### config.mk
export PLATFORM = sky130hd
export DESIGN_NAME = ext_irq_arbiter
export DESIGN_NICKNAME = d
export VERILOG_FILES = /design/src/rtl/irq_arb_pkg.sv /design/src/rtl/irq_gateway.sv /design/src/rtl/irq_pick.sv /design/src/rtl/ext_irq_arbiter.sv
export SDC_FILE = /design/constraint.sdc
export NUM_CORES = 1
export LEC_CHECK = 0
export BUFFER_PORTS_ARGS = -buffer_cell sky130_fd_sc_hd__buf_4
export CAP_MARGIN = 30
export CORE_ASPECT_RATIO = 0.5
export CORE_UTILIZATION = 25
export CTS_CLUSTER_SIZE = 25
export DETAILED_ROUTE_END_ITERATION = 8
export GPL_ROUTABILITY_DRIVEN = 1
export PLACE_DENSITY = 0.47
export REMOVE_ABC_BUFFERS = 1
export SETUP_SLACK_MARGIN = 0.2
export SYNTH_ARGS = -nofsm -noshare
export SYNTH_HDL_FRONTEND = slang
export SYNTH_HIERARCHICAL = 1
export SYNTH_SLANG_ARGS = --single-unit
### constraint.sdc
create_clock -name clk -period 89.5 [get_ports clk]
set_input_delay 0 -clock clk [delete_from_list [all_inputs] [get_ports clk]]
set_output_delay 0 -clock clk [all_outputs]
set_load 0.1 [all_outputs]
### src/rtl/irq_arb_pkg.sv
package irq_arb_pkg;

    localparam int ADDR_W    = 7;
    localparam int DATA_W    = 32;
    localparam int IDX_W     = 5;

    typedef enum logic [2:0] {
        RK_THRESH,
        RK_CLAIM,
        RK_PEND,
        RK_ENABLE,
        RK_PRIO,
        RK_NONE
    } reg_kind_e;

    typedef struct packed {
        reg_kind_e          kind;
        logic [IDX_W-1:0]   idx;
    } reg_dec_t;

    // Map an address onto a register kind and, for priorities, a source index.
    function automatic reg_dec_t decode_reg(logic [ADDR_W-1:0] addr);
        reg_dec_t d;
        d.idx  = addr[IDX_W-1:0];
        d.kind = RK_NONE;
        if (addr[ADDR_W-1:IDX_W] == 2'b01) begin
            d.kind = RK_PRIO;
        end else begin
            case (addr)
                7'd0:    d.kind = RK_THRESH;
                7'd1:    d.kind = RK_CLAIM;
                7'd2:    d.kind = RK_PEND;
                7'd3:    d.kind = RK_ENABLE;
                default: d.kind = RK_NONE;
            endcase
        end
        return d;
    endfunction

endpackage

### src/rtl/irq_gateway.sv
module irq_gateway (
    input  logic clk,
    input  logic rst,
    input  logic level_i,
    input  logic claim_i,
    input  logic done_i,
    output logic pend_o,
    output logic busy_o
);

    logic pend_q;
    logic busy_q;

    always_ff @(posedge clk) begin
        if (rst) begin
            pend_q <= 1'b0;
            busy_q <= 1'b0;
        end else if (claim_i) begin
            pend_q <= 1'b0;
            busy_q <= 1'b1;
        end else begin
            if (level_i && !busy_q) begin
                pend_q <= 1'b1;
            end
            if (done_i) begin
                busy_q <= 1'b0;
            end
        end
    end

    assign pend_o = pend_q;
    assign busy_o = busy_q;

endmodule

### src/rtl/irq_pick.sv
module irq_pick #(
    parameter int NUM_SRC = 31,
    parameter int PRIO_W  = 3,
    parameter int ID_W    = 5
) (
    input  logic [NUM_SRC:0]             pend_i,
    input  logic [NUM_SRC:0]             en_i,
    input  logic [NUM_SRC:0][PRIO_W-1:0] prio_i,
    input  logic [PRIO_W-1:0]            thr_i,
    output logic [ID_W-1:0]              win_id_o,
    output logic                         any_o
);

    logic [NUM_SRC:0]  elig;
    logic [ID_W-1:0]   best_id;
    logic [PRIO_W-1:0] best_p;

    always_comb begin
        elig[0] = 1'b0;
        for (int i = 1; i <= NUM_SRC; i++) begin
            elig[i] = pend_i[i] && en_i[i] && (prio_i[i] > thr_i);
        end
    end

    // Ascending scan with strict compare keeps the lowest ID on ties.
    always_comb begin
        best_id = '0;
        best_p  = '0;
        for (int i = 1; i <= NUM_SRC; i++) begin
            if (elig[i] && (best_id == '0 || prio_i[i] > best_p)) begin
                best_id = ID_W'(i);
                best_p  = prio_i[i];
            end
        end
    end

    assign win_id_o = best_id;
    assign any_o    = |elig;

endmodule

### src/rtl/ext_irq_arbiter.sv
module ext_irq_arbiter
    import irq_arb_pkg::*;
#(
    parameter int NUM_SRC = 31,
    parameter int PRIO_W  = 3
) (
    input  logic                 clk,
    input  logic                 rst,
    input  logic [NUM_SRC-1:0]   src_i,
    input  logic                 reg_we_i,
    input  logic                 reg_re_i,
    input  logic [ADDR_W-1:0]    reg_addr_i,
    input  logic [DATA_W-1:0]    reg_wdata_i,
    output logic [DATA_W-1:0]    reg_rdata_o,
    output logic                 irq_o
);

    localparam int ID_W = $clog2(NUM_SRC + 1);

    reg_dec_t                    dec;
    logic [NUM_SRC:0]            lvl;
    logic [NUM_SRC:0][PRIO_W-1:0] prio_q;
    logic [NUM_SRC:0]            en_q;
    logic [PRIO_W-1:0]           thr_q;
    logic [NUM_SRC:0]            pend_vec;
    logic [NUM_SRC:0]            busy_vec;
    logic [NUM_SRC:0]            claim_hit;
    logic [NUM_SRC:0]            done_hit;
    logic [ID_W-1:0]             win_id;
    logic                        any_elig;
    logic                        claim_fire;
    logic                        done_fire;

    assign dec        = decode_reg(reg_addr_i);
    assign lvl        = {src_i, 1'b0};
    assign claim_fire = reg_re_i && (dec.kind == RK_CLAIM) && (win_id != '0);
    assign done_fire  = reg_we_i && (dec.kind == RK_CLAIM);

    assign pend_vec[0]  = 1'b0;
    assign busy_vec[0]  = 1'b0;
    assign claim_hit[0] = 1'b0;
    assign done_hit[0]  = 1'b0;

    for (genvar k = 1; k <= NUM_SRC; k++) begin : g_src
        assign claim_hit[k] = claim_fire && (win_id == ID_W'(k));
        assign done_hit[k]  = done_fire && (reg_wdata_i == DATA_W'(k));

        irq_gateway u_gw (
            .clk     (clk),
            .rst     (rst),
            .level_i (lvl[k]),
            .claim_i (claim_hit[k]),
            .done_i  (done_hit[k]),
            .pend_o  (pend_vec[k]),
            .busy_o  (busy_vec[k])
        );
    end

    // Configuration registers.
    always_ff @(posedge clk) begin
        if (rst) begin
            prio_q <= '0;
            en_q   <= '0;
            thr_q  <= '0;
        end else if (reg_we_i) begin
            case (dec.kind)
                RK_THRESH: thr_q <= reg_wdata_i[PRIO_W-1:0];
                RK_ENABLE: en_q  <= {reg_wdata_i[NUM_SRC:1], 1'b0};
                RK_PRIO: begin
                    for (int i = 1; i <= NUM_SRC; i++) begin
                        if (dec.idx == IDX_W'(i)) begin
                            prio_q[i] <= reg_wdata_i[PRIO_W-1:0];
                        end
                    end
                end
                default: ;
            endcase
        end
    end

    irq_pick #(
        .NUM_SRC (NUM_SRC),
        .PRIO_W  (PRIO_W),
        .ID_W    (ID_W)
    ) u_pick (
        .pend_i   (pend_vec),
        .en_i     (en_q),
        .prio_i   (prio_q),
        .thr_i    (thr_q),
        .win_id_o (win_id),
        .any_o    (any_elig)
    );

    // Read mux.
    always_comb begin
        reg_rdata_o = '0;
        case (dec.kind)
            RK_THRESH: reg_rdata_o[PRIO_W-1:0] = thr_q;
            RK_CLAIM:  reg_rdata_o[ID_W-1:0]   = win_id;
            RK_PEND:   reg_rdata_o[NUM_SRC:0]  = pend_vec;
            RK_ENABLE: reg_rdata_o[NUM_SRC:0]  = en_q;
            RK_PRIO: begin
                for (int i = 1; i <= NUM_SRC; i++) begin
                    if (dec.idx == IDX_W'(i)) begin
                        reg_rdata_o[PRIO_W-1:0] = prio_q[i];
                    end
                end
            end
            default: ;
        endcase
    end

    assign irq_o = any_elig;

endmodule

==> flow_summary.toml, run 1 <==
[status]
status = "complete, but fails checks"
violations = "DRC"

[clocking]
htreeDepth = 4
cts_buffer_depth = 2
ctsResizeCount = 0
cts_root_buffer = "clkbuf_16"
cts_hold_buf = 61
clkTransAtPathRegs_ps = 80
clkLatencyLatePin_ps = 480
clock-sinks = 189
cts_inserted_buffers = 17
tritoncts = "yes"
cts_setup_buffers = 0

[floorplan]
floorplan.io_pins = 107
num_rows = 66
die-area_sq_um = 67120
initial_core_util = 0.2534
dieHeight_microns = 183.7
core-area_sq_um = 65160
die_w_microns = 365.4

[final_layout]
synthToLayoutAreaGrowth_pct = 17.02
drive_gt1_frac = 0.1181
final_nets = 2516
diodes = 0

[place]
place_hpwl_mm = 49.50
pre_cts_ws_ps = 44920
portBuffers = 106
place_congestion = 0.9083

[sta]
hold_violations = 0
fin_crit_ps = 45910
min_period_over_period = 0.5130
grt_setup_unrepaired = "no"
timing.final.ws_setup_ps = 43590
worst_pin_slew_ps = 1086
setup-tns-final_ps = 0
clock.fmax_mhz = 21.78
slew_headroom = 0.2711
setup_viol = 0
drv_slew = 0
finClkSkew_ps = 14.16

[worst_setup_path]
end_kind = "output pin"
worstPathArrival_ps = 45910
rr_startpoint = "thr_q[2]$_SDFFE_PP0P_"
path_class = "reg2out"
cp_max_fo = 7
crit_top_cell = "ha_1"
cpMaxStageDelayCell = "or4_1"
cp_data_required_time_ps = 89500
cpPeakStageDelay_ps = 510
crit_start = "thr_q[2]$_SDFFE_PP0P_"
cp-start-kind = "register"

[route]
ant_nets = 0
drt_iter0_drc = 1625
drc_errors = 1
dr.pass1.iters = 8
vias_per_cell = 5.333
wl_per_cell_microns = 20.72
routed_wl_mm = 66.40
vias = 17092

[global_route]
grt_use_total = 0.1943
antenna_found_initial = 1
grt_max_degree = 77
overflow = 0
first_global_vias = 15974
grt_pass1_wl_mm = 99.82

[power_and_ir_drop]
report.power.total_uw = 188.2
power.leakage_uw = 0.007034
peakVddDrop_uv = 12.10
power-per-cell-area_nw_per_um2 = 9.742

[worst_hold_path]
hp-start = "reg_wdata_i[0]"
hp-class = "in2reg"

[synthesis]
syn_avg_cell_area_sq_um = 7.503
yosys_warnings = 6
netlist_area_sq_um = 16510
synthCells = 2200

[flow_run]
cap_viol_max_count = 0
-- state kept, by name, indices dropped and copies added (netlist names) --
register / cells
thr_q: 3
g_src.u_gw/pend_o: 31
g_src.u_gw/busy_o: 31
en_q: 31
prio_q: 93
-- metrics by stage --
stage	hold slack, ps	cell area (sq um)	utilization	cells
floorplan	62.44	16090	-	2109
global placement	267.7	18110	0.2779	3113
detailed placement	271.8	18110	0.2779	3113
CTS	21.43	19320	0.2965	3205
global route	40.69	19320	0.2965	3205
finish	55.36	19320	0.2965	3205
-- critical path: cells and delay by family (launching register included) --
family / cells / cell delay, ps
buffers and inverters: 6 / 760
AND/OR/NAND/NOR: 66 / 9650
flip-flops: 1 / 360
adder cells (fa/ha/maj): 34 / 9740
multiplexers: 12 / 3930
AO/OA/AOI/OAI: 103 / 20990
-- layout make-up --
type | instances | area (sq um)
multi-input combinational | 1802 | 11870
clock inverter | 14 | 172.7
sequential | 189 | 3784
fill | 7092 | 45840
timing repair buffer | 181 | 1515
inverter | 118 | 445.4
clock buffer | 17 | 425.4
tap | 884 | 1106
-- where the power goes --
| part | leakage, uW | internal (uW) | switching (uW) |
|---|---|---|---|
| Sequential | 0.00153 | 85.1 | 2.02 |
| Clock | 0.000289 | 39.9 | 41.7 |
| Combinational | 0.00521 | 7.77 | 11.7 |
-- placed cells by master (no fill, tap or decap), types with 31 or more instances in the layout --
cell type,instances
nor2_1,307
mux2i_1,69
ha_1,133
nand2_1,241
a31oi_1,31
a21o_1,31
nor2b_1,59
a22o_1,34
o21a_1,59
o21ai_0,106
nand3_1,56
dlygate4sd3_1,61
inv_1,116
a21oi_2,32
buf_4,119
dfxtp_1,189
a21oi_1,165
nand2b_1,55
-- per-layer routing --
layer | part of all wire | track usage | vias up | wire (microns)
met1 | 0.50 | 0.2828 | 8389 | 33090
met5 | 0 | 0 | - | 0
met2 | 0.45 | 0.3070 | 429 | 29620
met3 | 0.039 | 0.01818 | 51 | 2606
li1 | - | - | 8223 | -
met4 | 0.016 | 0.04335 | 0 | 1082
-- final timing paths --
check                                                           to  slack (ps)  cells past startpoint
worst max-delay path                                reg_rdata_o[0]       43590                    221
worst max register to register  g_src[11].u_gw/pend_o$_SDFFE_PP0P_       44390                    221
worst min-delay path                       prio_q[18]$_SDFFE_PP0P_          60                      3
worst min register to register               en_q[14]$_SDFFE_PP0P_         480                      2
Power figures use the tool's default switching activity.
==> run 2, diff against run 1 <==
--- a/config.mk
+++ b/config.mk
@@ -5,6 +5,7 @@
 export SDC_FILE = /design/constraint.sdc
 export NUM_CORES = 1
 export LEC_CHECK = 0
+export ABC_AREA = 1
 export BUFFER_PORTS_ARGS = -buffer_cell sky130_fd_sc_hd__buf_4
 export CAP_MARGIN = 30
 export CORE_ASPECT_RATIO = 0.5
@@ -12,7 +13,7 @@
 export CTS_CLUSTER_SIZE = 25
 export DETAILED_ROUTE_END_ITERATION = 8
 export GPL_ROUTABILITY_DRIVEN = 1
-export PLACE_DENSITY = 0.47
+export PLACE_DENSITY = 0.48
 export REMOVE_ABC_BUFFERS = 1
 export SETUP_SLACK_MARGIN = 0.2
 export SYNTH_ARGS = -nofsm -noshare
==> constraint.sdc (replaced) <==
create_clock -name clk -period 38.3 [get_ports clk]
set_input_delay 0 -clock clk [delete_from_list [all_inputs] [get_ports clk]]
set_output_delay 0 -clock clk [all_outputs]
set_load 0.1 [all_outputs]
==> run 2 against run 1 <==
Effect of this change:
- wire length decreased by 16%
- die area decreased by 1.5%
- combinational power increased by 110%
- the flow now finishes without violations
- critical path depth increased by 22
- global-route usage decreased by 2.6 points
- via count decreased by 3.2%
- clock skew decreased by 4.4 ps
==> flow_summary.toml, run 2 <==
[power_and_ir_drop]
comb_power_share = 0.091
switching_share = 0.2681
power.leakage_uw = 0.008233
p_int_uw = 323.1
clkPwrFrac = 0.449
power.switching_uw = 118.4
power-per-cell-area_nw_per_um2 = 22.87
power_frac_seq = 0.460
peakVddDrop_uv = 25.20

[sta]
setup_viol = 0
finClkSkew_ps = 9.712
fin_crit_ps = 34340
hold_violations = 0
worst_pin_slew_ps = 956.9
slew_headroom = 0.3621
min_period_over_period = 0.8965
setup-tns-final_ps = 0
clock.fmax_mhz = 29.12
drv_slew = 0
grt_setup_unrepaired = "no"

[place]
dpl.cell_count = 3495
portBuffers = 106
place_hpwl_mm = 43.87
place_congestion = 0.8765

[worst_setup_path]
cp_data_required_time_ps = 38300
cp_max_fo = 13
cp-start-kind = "register"
path_class = "reg2out"
crit_top_cell = "nand2_4"
worstPathArrival_ps = 34340
crit_start = "thr_q[1]$_SDFFE_PP0P_"
cpPeakStageDelay_ps = 390
end_kind = "output pin"
cpMaxStageDelayCell = "dfxtp_1"
rr_startpoint = "thr_q[1]$_SDFFE_PP0P_"
critPathBufInv = 10
cpLargestDelayFamily = "simple AND/OR/NAND/NOR gates"

[synthesis]
yosys_warnings = 6
synthCells = 2554
netlist_area_sq_um = 16260
syn_avg_cell_area_sq_um = 6.368

[clocking]
tritoncts = "yes"
cts_buffer_depth = 2
cts_inserted_buffers = 17
clock-sinks = 189
clkLatencyLatePin_ps = 460
clkTransAtPathRegs_ps = 80
htreeDepth = 4
cts_root_buffer = "clkbuf_16"

[status]
status = "complete, no violations"

[final_layout]
diodes = 0
final_common_cell = "nand2_1"
fillers = 7051
seq_area_sq_um = 3784
synthToLayoutAreaGrowth_pct = 18.70
finalNonFillerCells = 3591
largest_reg_flops = 93
multiInputGateArea_sq_um = 10650
drive_gt1_frac = 0.1496
utilization = 0.3032
final_nets = 2914
top_register = "prio_q"
final_cell_mix = "nand2_1 (613), inv_1 (384), nor2_1 (327)"

[global_route]
grt_use_total = 0.1684
first_global_vias = 15762
grt.busiest_layer = "met2"
grt_max_degree = 106
use_met1 = 0.2335
overflow = 0
grt_pass1_wl_mm = 87.46
globalRouteMet3Util = 0.01812
met2_usage = 0.2836
antenna_found_initial = 1

[route]
dr.pass1.iters = 5
vias_per_cell = 4.607
drt_iter0_drc = 1061
vias = 16543
wl_per_cell_microns = 15.57
ant_nets = 0
drc_errors = 0
routed_wl_mm = 55.92

[floorplan]
num_rows = 65
dieHeight_microns = 182.4
die_w_microns = 362.7
floorplan.io_pins = 107
die-area_sq_um = 66140
core-area_sq_um = 63680
initial_core_util = 0.2554

[worst_hold_path]
hp-class = "in2reg"
hp-start = "reg_wdata_i[0]"

[flow_run]
cap_viol_max_count = 0
==> run 2: changes by cell type in the layout (fill, tap and decap cells not counted), sizes merged, moves of 70 or more <==
cell	previous run	this run
a211oi	14	126
a21oi	197	124
nand2	241	720
nand3	57	230
inv	123	427
mux2i	70	0
==> run 2: routing by layer <==
layer / vias up / routed length, microns
li1: 8668 / -
met4: 2 / 510
met5: - / 7
met3: 34 / 1525
met2: 229 / 25670
met1: 7610 / 28210
==> run 2: final cells by class <==
type	count	share of cell area
Inverter	429	0.08367
Clock buffer	19	0.02346
Sequential cell	189	0.1960
Tap cell	871	0.05645
Clock inverter	13	0.009333
Multi-Input combinational cell	1889	0.5518
Timing Repair Buffer	181	0.07933
==> run 2: worst paths after layout <==
kind         cells past startpoint                                 end  slack (ps)
max                            243                      reg_rdata_o[2]        3960
min                              7  g_src[16].u_gw/busy_o$_SDFFE_PP0P_          80
max reg2reg                    245   g_src[5].u_gw/busy_o$_SDFFE_PP0P_        4130
min reg2reg                      2  g_src[18].u_gw/busy_o$_SDFFE_PP0P_         460
==> run 2: through the flow <==
stage	setup WS (ps)	power, uW	hold slack (ps)	instance area (sq um)
after floorplan	6442	223.0	69.07	16040
after global placement	4225	242.4	265.0	18010
after detailed placement	2571	242.8	265.7	18030
after CTS	2456	445.6	53.39	19260
after global routing	265.1	457.4	80.96	19300
final	3963	441.5	77.68	19300
==> run 2: repair_timing <==
action / 4_1_cts / 5_1_grt
hold endpoints to repair: 60 / 1
buffers inserted: 0 / 3
resized for setup: 0 / 15
setup endpoints to repair: 0 / 67
hold buffers: 60 / 1
==> run 2: worst reg2reg max path: cells and delay by family (launching register included) <==
kind	cells	cell delay, ps
AND/OR/NAND/NOR	164	14960
buffers and inverters	9	820
flip-flops	1	390
adder cells (fa/ha/maj)	31	9010
AO/OA/AOI/OAI	41	8880
==> run 2: power by group through the flow <==
stage	sequential [uW]	combinational, uW	clock, uW
2_1_floorplan	206	17.5	0
4_1_cts	203	40.2	202
3_3_place_gp	208	34.5	0
3_5_place_dp	208	35.0	0
6_report	203	40.1	198
5_1_grt	204	43.9	210
